<file path="config.mk">
export PLATFORM = sky130hd
export DESIGN_NAME = dma_burst_pacer
export DESIGN_NICKNAME = d
export VERILOG_FILES = /design/src/rtl/dma_pacer_pkg.sv /design/src/rtl/dma_pacer_cfg_check.sv /design/src/rtl/dma_pacer_counters.sv /design/src/rtl/dma_pacer_seq.sv /design/src/rtl/dma_burst_pacer.sv
export SDC_FILE = /design/constraint.sdc
export NUM_CORES = 1
export LEC_CHECK = 0
export BUFFER_PORTS_ARGS = -buffer_cell sky130_fd_sc_hd__buf_4
export CORE_MARGIN = 2
export CORE_UTILIZATION = 50
export CTS_CLUSTER_SIZE = 30
export DETAILED_ROUTE_END_ITERATION = 10
export GPL_ROUTABILITY_DRIVEN = 0
export PLACE_DENSITY = 0.66
export SYNTH_ARGS = -nofsm -noshare
export SYNTH_HDL_FRONTEND = slang
export SYNTH_SLANG_ARGS = --single-unit
</file>
<file path="constraint.sdc">
create_clock -name clk -period 2.39 [get_ports clk]
set_input_delay 0.1195 -clock clk [delete_from_list [all_inputs] [get_ports clk]]
set_output_delay 0.1195 -clock clk [all_outputs]
set_load 0.02 [all_outputs]
</file>
<file path="src/rtl/dma_pacer_pkg.sv">
package dma_pacer_pkg;
  typedef enum logic [1:0] {
    PS_IDLE = 2'd0,
    PS_REQ  = 2'd1,
    PS_GAP  = 2'd2
  } pacer_state_e;

  localparam int unsigned STEP_NARROW = 2;
  localparam int unsigned STEP_WIDE   = 4;

  function automatic logic [2:0] bytes_per_strobe(input logic wide);
    return wide ? 3'(STEP_WIDE) : 3'(STEP_NARROW);
  endfunction
endpackage

</file>
<file path="src/rtl/dma_pacer_cfg_check.sv">
module dma_pacer_cfg_check #(
  parameter int CFG_W   = 16,
  parameter int BURST_W = 13,
  parameter int XLEN_W  = 16
) (
  input  logic [CFG_W-1:0]   cfg_burst,
  input  logic               cfg_wide,
  input  logic [XLEN_W-1:0]  xfer_len,
  output logic [BURST_W-1:0] burst_val,
  output logic               cfg_ok,
  output logic               xfer_zero
);
  localparam int DW = XLEN_W + BURST_W;

  logic [DW-1:0] num_w, den_w, rem_w;
  logic          gran_bad;

  assign burst_val = cfg_burst[BURST_W-1:0];
  assign gran_bad  = cfg_wide ? (|burst_val[1:0]) : burst_val[0];
  assign num_w     = DW'(xfer_len);
  assign den_w     = DW'(burst_val);

  always_comb begin
    if (den_w == '0) rem_w = '0;
    else             rem_w = num_w % den_w;
  end

  assign cfg_ok    = (burst_val != '0) && !gran_bad && (rem_w == '0);
  assign xfer_zero = (xfer_len == '0);
endmodule

</file>
<file path="src/rtl/dma_pacer_counters.sv">
module dma_pacer_counters
  import dma_pacer_pkg::*;
#(
  parameter int BURST_W = 13,
  parameter int XLEN_W  = 16
) (
  input  logic               clk,
  input  logic               rst_n,
  input  logic               load,
  input  logic               reload,
  input  logic               consume,
  input  logic               wide_in,
  input  logic [BURST_W-1:0] burst_in,
  input  logic [XLEN_W-1:0]  xfer_in,
  output logic               burst_end,
  output logic               xfer_last
);
  logic [BURST_W-1:0] burst_len_q, burst_cnt_q;
  logic [XLEN_W-1:0]  remain_q;
  logic [2:0]         step_q;

  always_ff @(posedge clk or negedge rst_n) begin
    if (!rst_n) begin
      burst_len_q <= '0;
      burst_cnt_q <= '0;
      remain_q    <= '0;
      step_q      <= 3'(STEP_NARROW);
    end else if (load) begin
      burst_len_q <= burst_in;
      burst_cnt_q <= burst_in;
      remain_q    <= xfer_in;
      step_q      <= bytes_per_strobe(wide_in);
    end else if (reload) begin
      burst_cnt_q <= burst_len_q;
    end else if (consume) begin
      burst_cnt_q <= burst_cnt_q - BURST_W'(step_q);
      remain_q    <= remain_q - XLEN_W'(step_q);
    end
  end

  assign burst_end = (burst_cnt_q == BURST_W'(step_q));
  assign xfer_last = (remain_q == XLEN_W'(step_q));

  // a counted strobe never takes more bytes than remain
  p_no_underflow_r5: assert property (@(posedge clk) disable iff (!rst_n)
    consume |-> (remain_q >= XLEN_W'(step_q)) && (burst_cnt_q >= BURST_W'(step_q)));

  // each counted strobe removes exactly one bus word
  p_step_size_r5: assert property (@(posedge clk) disable iff (!rst_n)
    (consume && !load && !reload) |=> remain_q == $past(remain_q) - XLEN_W'($past(step_q)));
endmodule

</file>
<file path="src/rtl/dma_pacer_seq.sv">
module dma_pacer_seq
  import dma_pacer_pkg::*;
(
  input  logic clk,
  input  logic rst_n,
  input  logic start,
  input  logic cfg_ok,
  input  logic xfer_zero,
  input  logic strobe,
  input  logic burst_end,
  input  logic xfer_last,
  output logic load,
  output logic reload,
  output logic consume,
  output logic dreq,
  output logic done,
  output logic cfg_err
);
  pacer_state_e state_q, state_d;
  logic         done_q, err_q;

  assign load    = (state_q == PS_IDLE) && start && cfg_ok && !xfer_zero;
  assign reload  = (state_q == PS_GAP);
  assign consume = (state_q == PS_REQ) && strobe;

  always_comb begin
    state_d = state_q;
    unique case (state_q)
      PS_IDLE: if (load) state_d = PS_REQ;
      PS_REQ: begin
        if (consume) begin
          if (xfer_last)      state_d = PS_IDLE;
          else if (burst_end) state_d = PS_GAP;
        end
      end
      PS_GAP:  state_d = PS_REQ;
      default: state_d = PS_IDLE;
    endcase
  end

  always_ff @(posedge clk or negedge rst_n) begin
    if (!rst_n) begin
      state_q <= PS_IDLE;
      done_q  <= 1'b0;
      err_q   <= 1'b0;
    end else begin
      state_q <= state_d;
      done_q  <= 1'b0;
      if (state_q == PS_IDLE && start) begin
        err_q  <= !cfg_ok;
        done_q <= cfg_ok && xfer_zero;
      end else if (consume && xfer_last) begin
        done_q <= 1'b1;
      end
    end
  end

  assign dreq    = (state_q == PS_REQ);
  assign done    = done_q;
  assign cfg_err = err_q;

  // a rejected configuration never leads to a request
  p_err_quiet_r3: assert property (@(posedge clk) disable iff (!rst_n)
    cfg_err |-> !dreq);
endmodule

</file>
<file path="src/rtl/dma_burst_pacer.sv">
module dma_burst_pacer #(
  parameter int CFG_W   = 16,
  parameter int BURST_W = 13,
  parameter int XLEN_W  = 16
) (
  input  logic              clk,
  input  logic              rst_n,
  input  logic              start,
  input  logic [CFG_W-1:0]  cfg_burst,
  input  logic              cfg_wide,
  input  logic [XLEN_W-1:0] xfer_len,
  input  logic              strobe,
  output logic              dreq,
  output logic              done,
  output logic              cfg_err
);
  logic [BURST_W-1:0] burst_val;
  logic cfg_ok, xfer_zero, load, reload, consume, burst_end, xfer_last;

  dma_pacer_cfg_check #(.CFG_W(CFG_W), .BURST_W(BURST_W), .XLEN_W(XLEN_W)) chk_i (
    .cfg_burst(cfg_burst), .cfg_wide(cfg_wide), .xfer_len(xfer_len),
    .burst_val(burst_val), .cfg_ok(cfg_ok), .xfer_zero(xfer_zero)
  );

  dma_pacer_counters #(.BURST_W(BURST_W), .XLEN_W(XLEN_W)) cnt_i (
    .clk(clk), .rst_n(rst_n), .load(load), .reload(reload), .consume(consume),
    .wide_in(cfg_wide), .burst_in(burst_val), .xfer_in(xfer_len),
    .burst_end(burst_end), .xfer_last(xfer_last)
  );

  dma_pacer_seq seq_i (
    .clk(clk), .rst_n(rst_n), .start(start), .cfg_ok(cfg_ok), .xfer_zero(xfer_zero),
    .strobe(strobe), .burst_end(burst_end), .xfer_last(xfer_last),
    .load(load), .reload(reload), .consume(consume),
    .dreq(dreq), .done(done), .cfg_err(cfg_err)
  );

  // a drop without completion is refilled on the next cycle
  p_refill_r6: assert property (@(posedge clk) disable iff (!rst_n)
    ($fell(dreq) && !done) |=> dreq);

  // completion is a single-cycle pulse
  p_done_pulse_r8: assert property (@(posedge clk) disable iff (!rst_n)
    done |=> !done);

  // no request while completion is signalled
  p_done_quiet_r8: assert property (@(posedge clk) disable iff (!rst_n)
    done |-> !dreq);
endmodule

</file>
==> results.txt, run 1 <==
Clk buf depth: 2
Rows: 75
Main combinational cell family by area after synthesis: compound AO/OA/AOI/OAI gates
Synth Area in Adders: 18.2%
Xor-xnor portion of the synthesized cell area: 6.92%
Area of the mapped netlist: 21300 um2
Worst endpoint type: register data pin
Post-synthesis compound-gate area fraction: 31.5%
Port Buffers: 36
Avg Cell Area, Syn: 7.20 um2
Most used flip-flop cell after synthesis: dfrtp_1
Die Span Y: 210 um
Grt total ovfl: 387
Synthesized flop and latch total: 48
Initial Utilization: 50.7%
Async SR Flop Fraction: 100%
Most common cell in the synthesized netlist: ha_1
Seq/Total Area, Yosys: 5.65%
Mux share of post-synthesis cell area: 6.11%
Synthesized-area fraction occupied by and/or/nand/nor cells: 27.8%
Outcome: stopped before the end
Warnings, synthesis: 0
Die W: 210 um
Synth unique cells: 124
Io pins: 40
EDFF count, synth: 0
CTS Root Cell: clkbuf_16
Top cells by count, synth: ha_1, nand2_1, nor2_1
GR repair worst EP: cnt_i.burst_len_q[7]$_DFFE_PN0P_/D
Synth top area cells: ha_1, dfrtp_1, o21a_1
Placed wire-length estimate: 69.3 mm
Top cell type's share of synthesized area: 17.9%
Largest net degree at the start of global routing: 49
CTS Sinks: 48
Stop stage: global routing
H-tree depth: 2
Syn Inst Count: 2952
Tool error: [ERROR GRT-0232] Routing congestion too high. Check the congestion heatmap in the GUI.
Cts bufs inserted: 5
Biggest area consumer among synthesized cells: ha_1
Global Route Usage Sum: 85.4%
[stage by stage]
stage	utilization (%)	cell area (um2)	instances	setup slack, ps
2_1_floorplan	-	22700	2964	-62840
3_3_place_gp	77.4	32500	4722	-59200
3_5_place_dp	77.4	32500	4722	-61610
4_1_cts	85.1	35700	5022	-59180
[metal layers]
metal | global-route usage, % | GRT overflow
met1 | 83.6 | 14
met2 | 98.4 | 230
met3 | 74.4 | 17
met4 | 88.7 | 126
met5 | 46.4 | 0
[logic make-up after synthesis]
logic type / count (synthesis)
XOR/XNOR: 168
adder cells (fa/ha/maj): 307
flip-flops: 48
other: 1
multiplexers: 118
AND/OR/NAND/NOR: 1165
AO/OA/AOI/OAI: 969
buffers and inverters: 176
[repair_timing]
item,CTS
setup endpoints to repair,47
pin swaps,111
cloned,4
resized for setup,157
buffers inserted,287
hold buffers,1
endpoints found under the hold margin,47
==> run 2: changes to the inputs <==
- CORE_UTILIZATION: 50 -> 35
- CTS_CLUSTER_SIZE: 30 -> unset
- PLACE_DENSITY: 0.66 -> unset
- PLACE_DENSITY_LB_ADDON: unset -> 0.15
- clock period: 2.39 -> 3.1 ns (I/O delays scaled with it)
==> results.txt, run 2 <==
Max Slew Vio Count: 0
DR WL/cell: 17.6 um
Largest regs: cnt_i.remain_q: 16 flops, cnt_i.burst_cnt_q: 13 flops, cnt_i.burst_len_q: 13 flops
Most common cell after layout, fill and taps aside: buf_4
# diodes: 0
Crit path max fanout: 8
Number of flip-flops in the largest register: 16
EDFF count, synth: 0 (unchanged)
Crit path top cell by count: o21a_1
Via count: 29900
Number of global-route vias before repair: 29600
Port Buffers: 36 (unchanged)
Nets: 4972
Worst Hold Class: input port to register
Final Cell Area: 38000 um2
Clk buf depth: 2 (unchanged)
Share of layout cells above drive strength 1: 49.1%
Warnings, synthesis: 0 (unchanged)
Synthesized flop and latch total: 48 (unchanged)
Slew HR: 53.6%
Syn Inst Count: 2952 (unchanged)
Setup Viol. Count Final: 47
Initial Utilization: 35.3% (-15 points)
Cts bufs inserted: 5 (unchanged)
Die Area: 62700 um2
Synth unique cells: 124 (unchanged)
Slowest cell delay on critical path: 570 ps
Area after DPL: 33000 um2 (+1.6%)
Fin cells: 5411
Crit. End Element: register
Iteration-0 DRC Markers: 1977
CTS Root Cell: clkbuf_16
Synth top area cells: ha_1, dfrtp_1, o21a_1
Initial antenna violation count: 0
Seq/Total Area, Yosys: 5.65% (unchanged)
WL final: 95.2 mm
Sequential cell area: 1200 um2
Fin. Hold Viols: 0
Dpl cells: 4994 (+5.8%)
Global Route Usage Sum: 28.3%
Min Tclk post-route: 62780 ps
Slowest cell on crit path: or4_4
Die Span Y: 250 um (+19%)
Top cells by count, synth: ha_1, nand2_1, nor2_1
Async SR Flop Fraction: 100% (unchanged)
CP required: 3290 ps
Grt total ovfl: 0
Most common cell in the synthesized netlist: ha_1
CP Class: input port to register
Worst-Skew Late Latency: 290 ps
H-tree depth: 2 (unchanged)
RSZ-0062 raised after global routing: yes
# fillers: 5010
DR vias/cell: 5.53
Largest net degree at the start of global routing: 49
Biggest register: cnt_i.remain_q
Placed wire-length estimate: 70.4 mm (+1.6%)
CTS Sinks: 48 (unchanged)
Biggest area consumer among synthesized cells: ha_1
Most used flip-flop cell after synthesis: dfrtp_1
Final core occ: 63.0%
Io pins: 40 (unchanged)
DRT antenna net count: 0
Outcome: finished with violations
Clock transition at path regs: 70 ps
Pre-antenna DRT Iters: 8
Most frequent cells in the layout: buf_4, nand2_1, ha_1, nor2_1, nor3_1
Die W: 250 um (+19%)
Syn-to-layout area delta: 78.6%
Area of the mapped netlist: 21300 um2 (unchanged)
Post-route setup slack: -59680 ps
Critical Path Source Type: input port
Max Freq: 0.0159 GHz
Final period utilization: 2030%
Multi-input gate area: 21900 um2
# DRC: 0
Clock Skew: 5.08 ps
Failing checks: setup timing
Final hold slack: 142 ps
Max_cap viols: 0
CTS tree: yes
Rows: 90 (+20%)
Avg Cell Area, Syn: 7.20 um2 (unchanged)
Core area: 60200 um2
Top cell type's share of synthesized area: 17.9% (unchanged)
Worst EP arrival: 62970 ps
Worst Max-Slew Pin Slew: 690 ps
First-pass GRT wire length: 148 mm
## run 2: timing repair
action | in CTS | in global routing
pin swaps | 126 | 145
endpoints found under the setup margin | 47 | 47
gates resized for setup | 148 | 187
endpoints found under the hold margin | 47 | 0
hold buffers | 1 | 0
gates cloned | 5 | 3
buffers inserted | 303 | 100
## run 2: area by class of cell
type / count / area share, %
inverters: 98 / 0.999
multi-input cells: 2742 / 57.8
repair buffers: 1733 / 35.0
clock inverters: 3 / 0.112
clock buffers: 5 / 0.330
well taps: 782 / 2.58
flip-flops and latches: 48 / 3.17
## run 2: cells by family after synthesis
group | after synthesis | share of synthesized area, %
buf+inv | 176 | 3.84
flops | 48 | 5.65
simple gates | 1165 | 27.8
fa+ha+maj | 307 | 18.2
compound gates | 969 | 31.5
xor+xnor | 168 | 6.92
other cells | 1 | 0.0176
mux | 118 | 6.11
## run 2: metal layers
layer | vias to the layer above | routed length [um] | global-route usage, %
met2 | 850 | 45900 | 50.8
li1 | 14600 | - | -
met1 | 14200 | 42300 | 36.2
met4 | 0 | 3090 | 7.37
met5 | - | 0 | 0
met3 | 230 | 3920 | 2.20
## run 2: worst paths after layout
path	cells after the start	end	slack [ps]	from
worst max-delay path	359	cnt_i.remain_q[11]$_DFFE_PN0P_	-59680	cfg_burst[0]
worst min-delay path	3	seq_i.cfg_err$_DFFE_PN0P_	140	start
worst max register to register	12	cnt_i.remain_q[9]$_DFFE_PN0P_	240	seq_i.state_q[0]$_DFFE_PN0P_
worst min register to register	2	cnt_i.burst_len_q[11]$_DFFE_PN0P_	500	cnt_i.burst_len_q[11]$_DFFE_PN0P_
max in group asynchronous	2	seq_i.cfg_err$_DFFE_PN0P_	2220	rst_n
min in group asynchronous	2	cnt_i.burst_len_q[5]$_DFFE_PN0P_	440	rst_n
## run 2: metrics by stage
step | setup slack, ps | setup TNS (ps)
floorplan | -62170 | -2916580
global placement | -59110 | -2773590
detailed placement | -60880 | -2856460
CTS | -58410 | -2739840
global route | -62660 | -2939390
finish | -59680 | -2799680
## run 2: worst max-delay path: cells and delay by family
kind                     cells  cell delay (ps)
AO/OA/AOI/OAI              179            31870
AND/OR/NAND/NOR             71            12320
buffers and inverters       69             8530
adder cells (fa/ha/maj)     26             6530
multiplexers                13             3260
XOR/XNOR                     1              190
Power of run 2 is not shown: default switching activity piles up to over one toggle a cycle in this logic, so the estimate is an artifact.
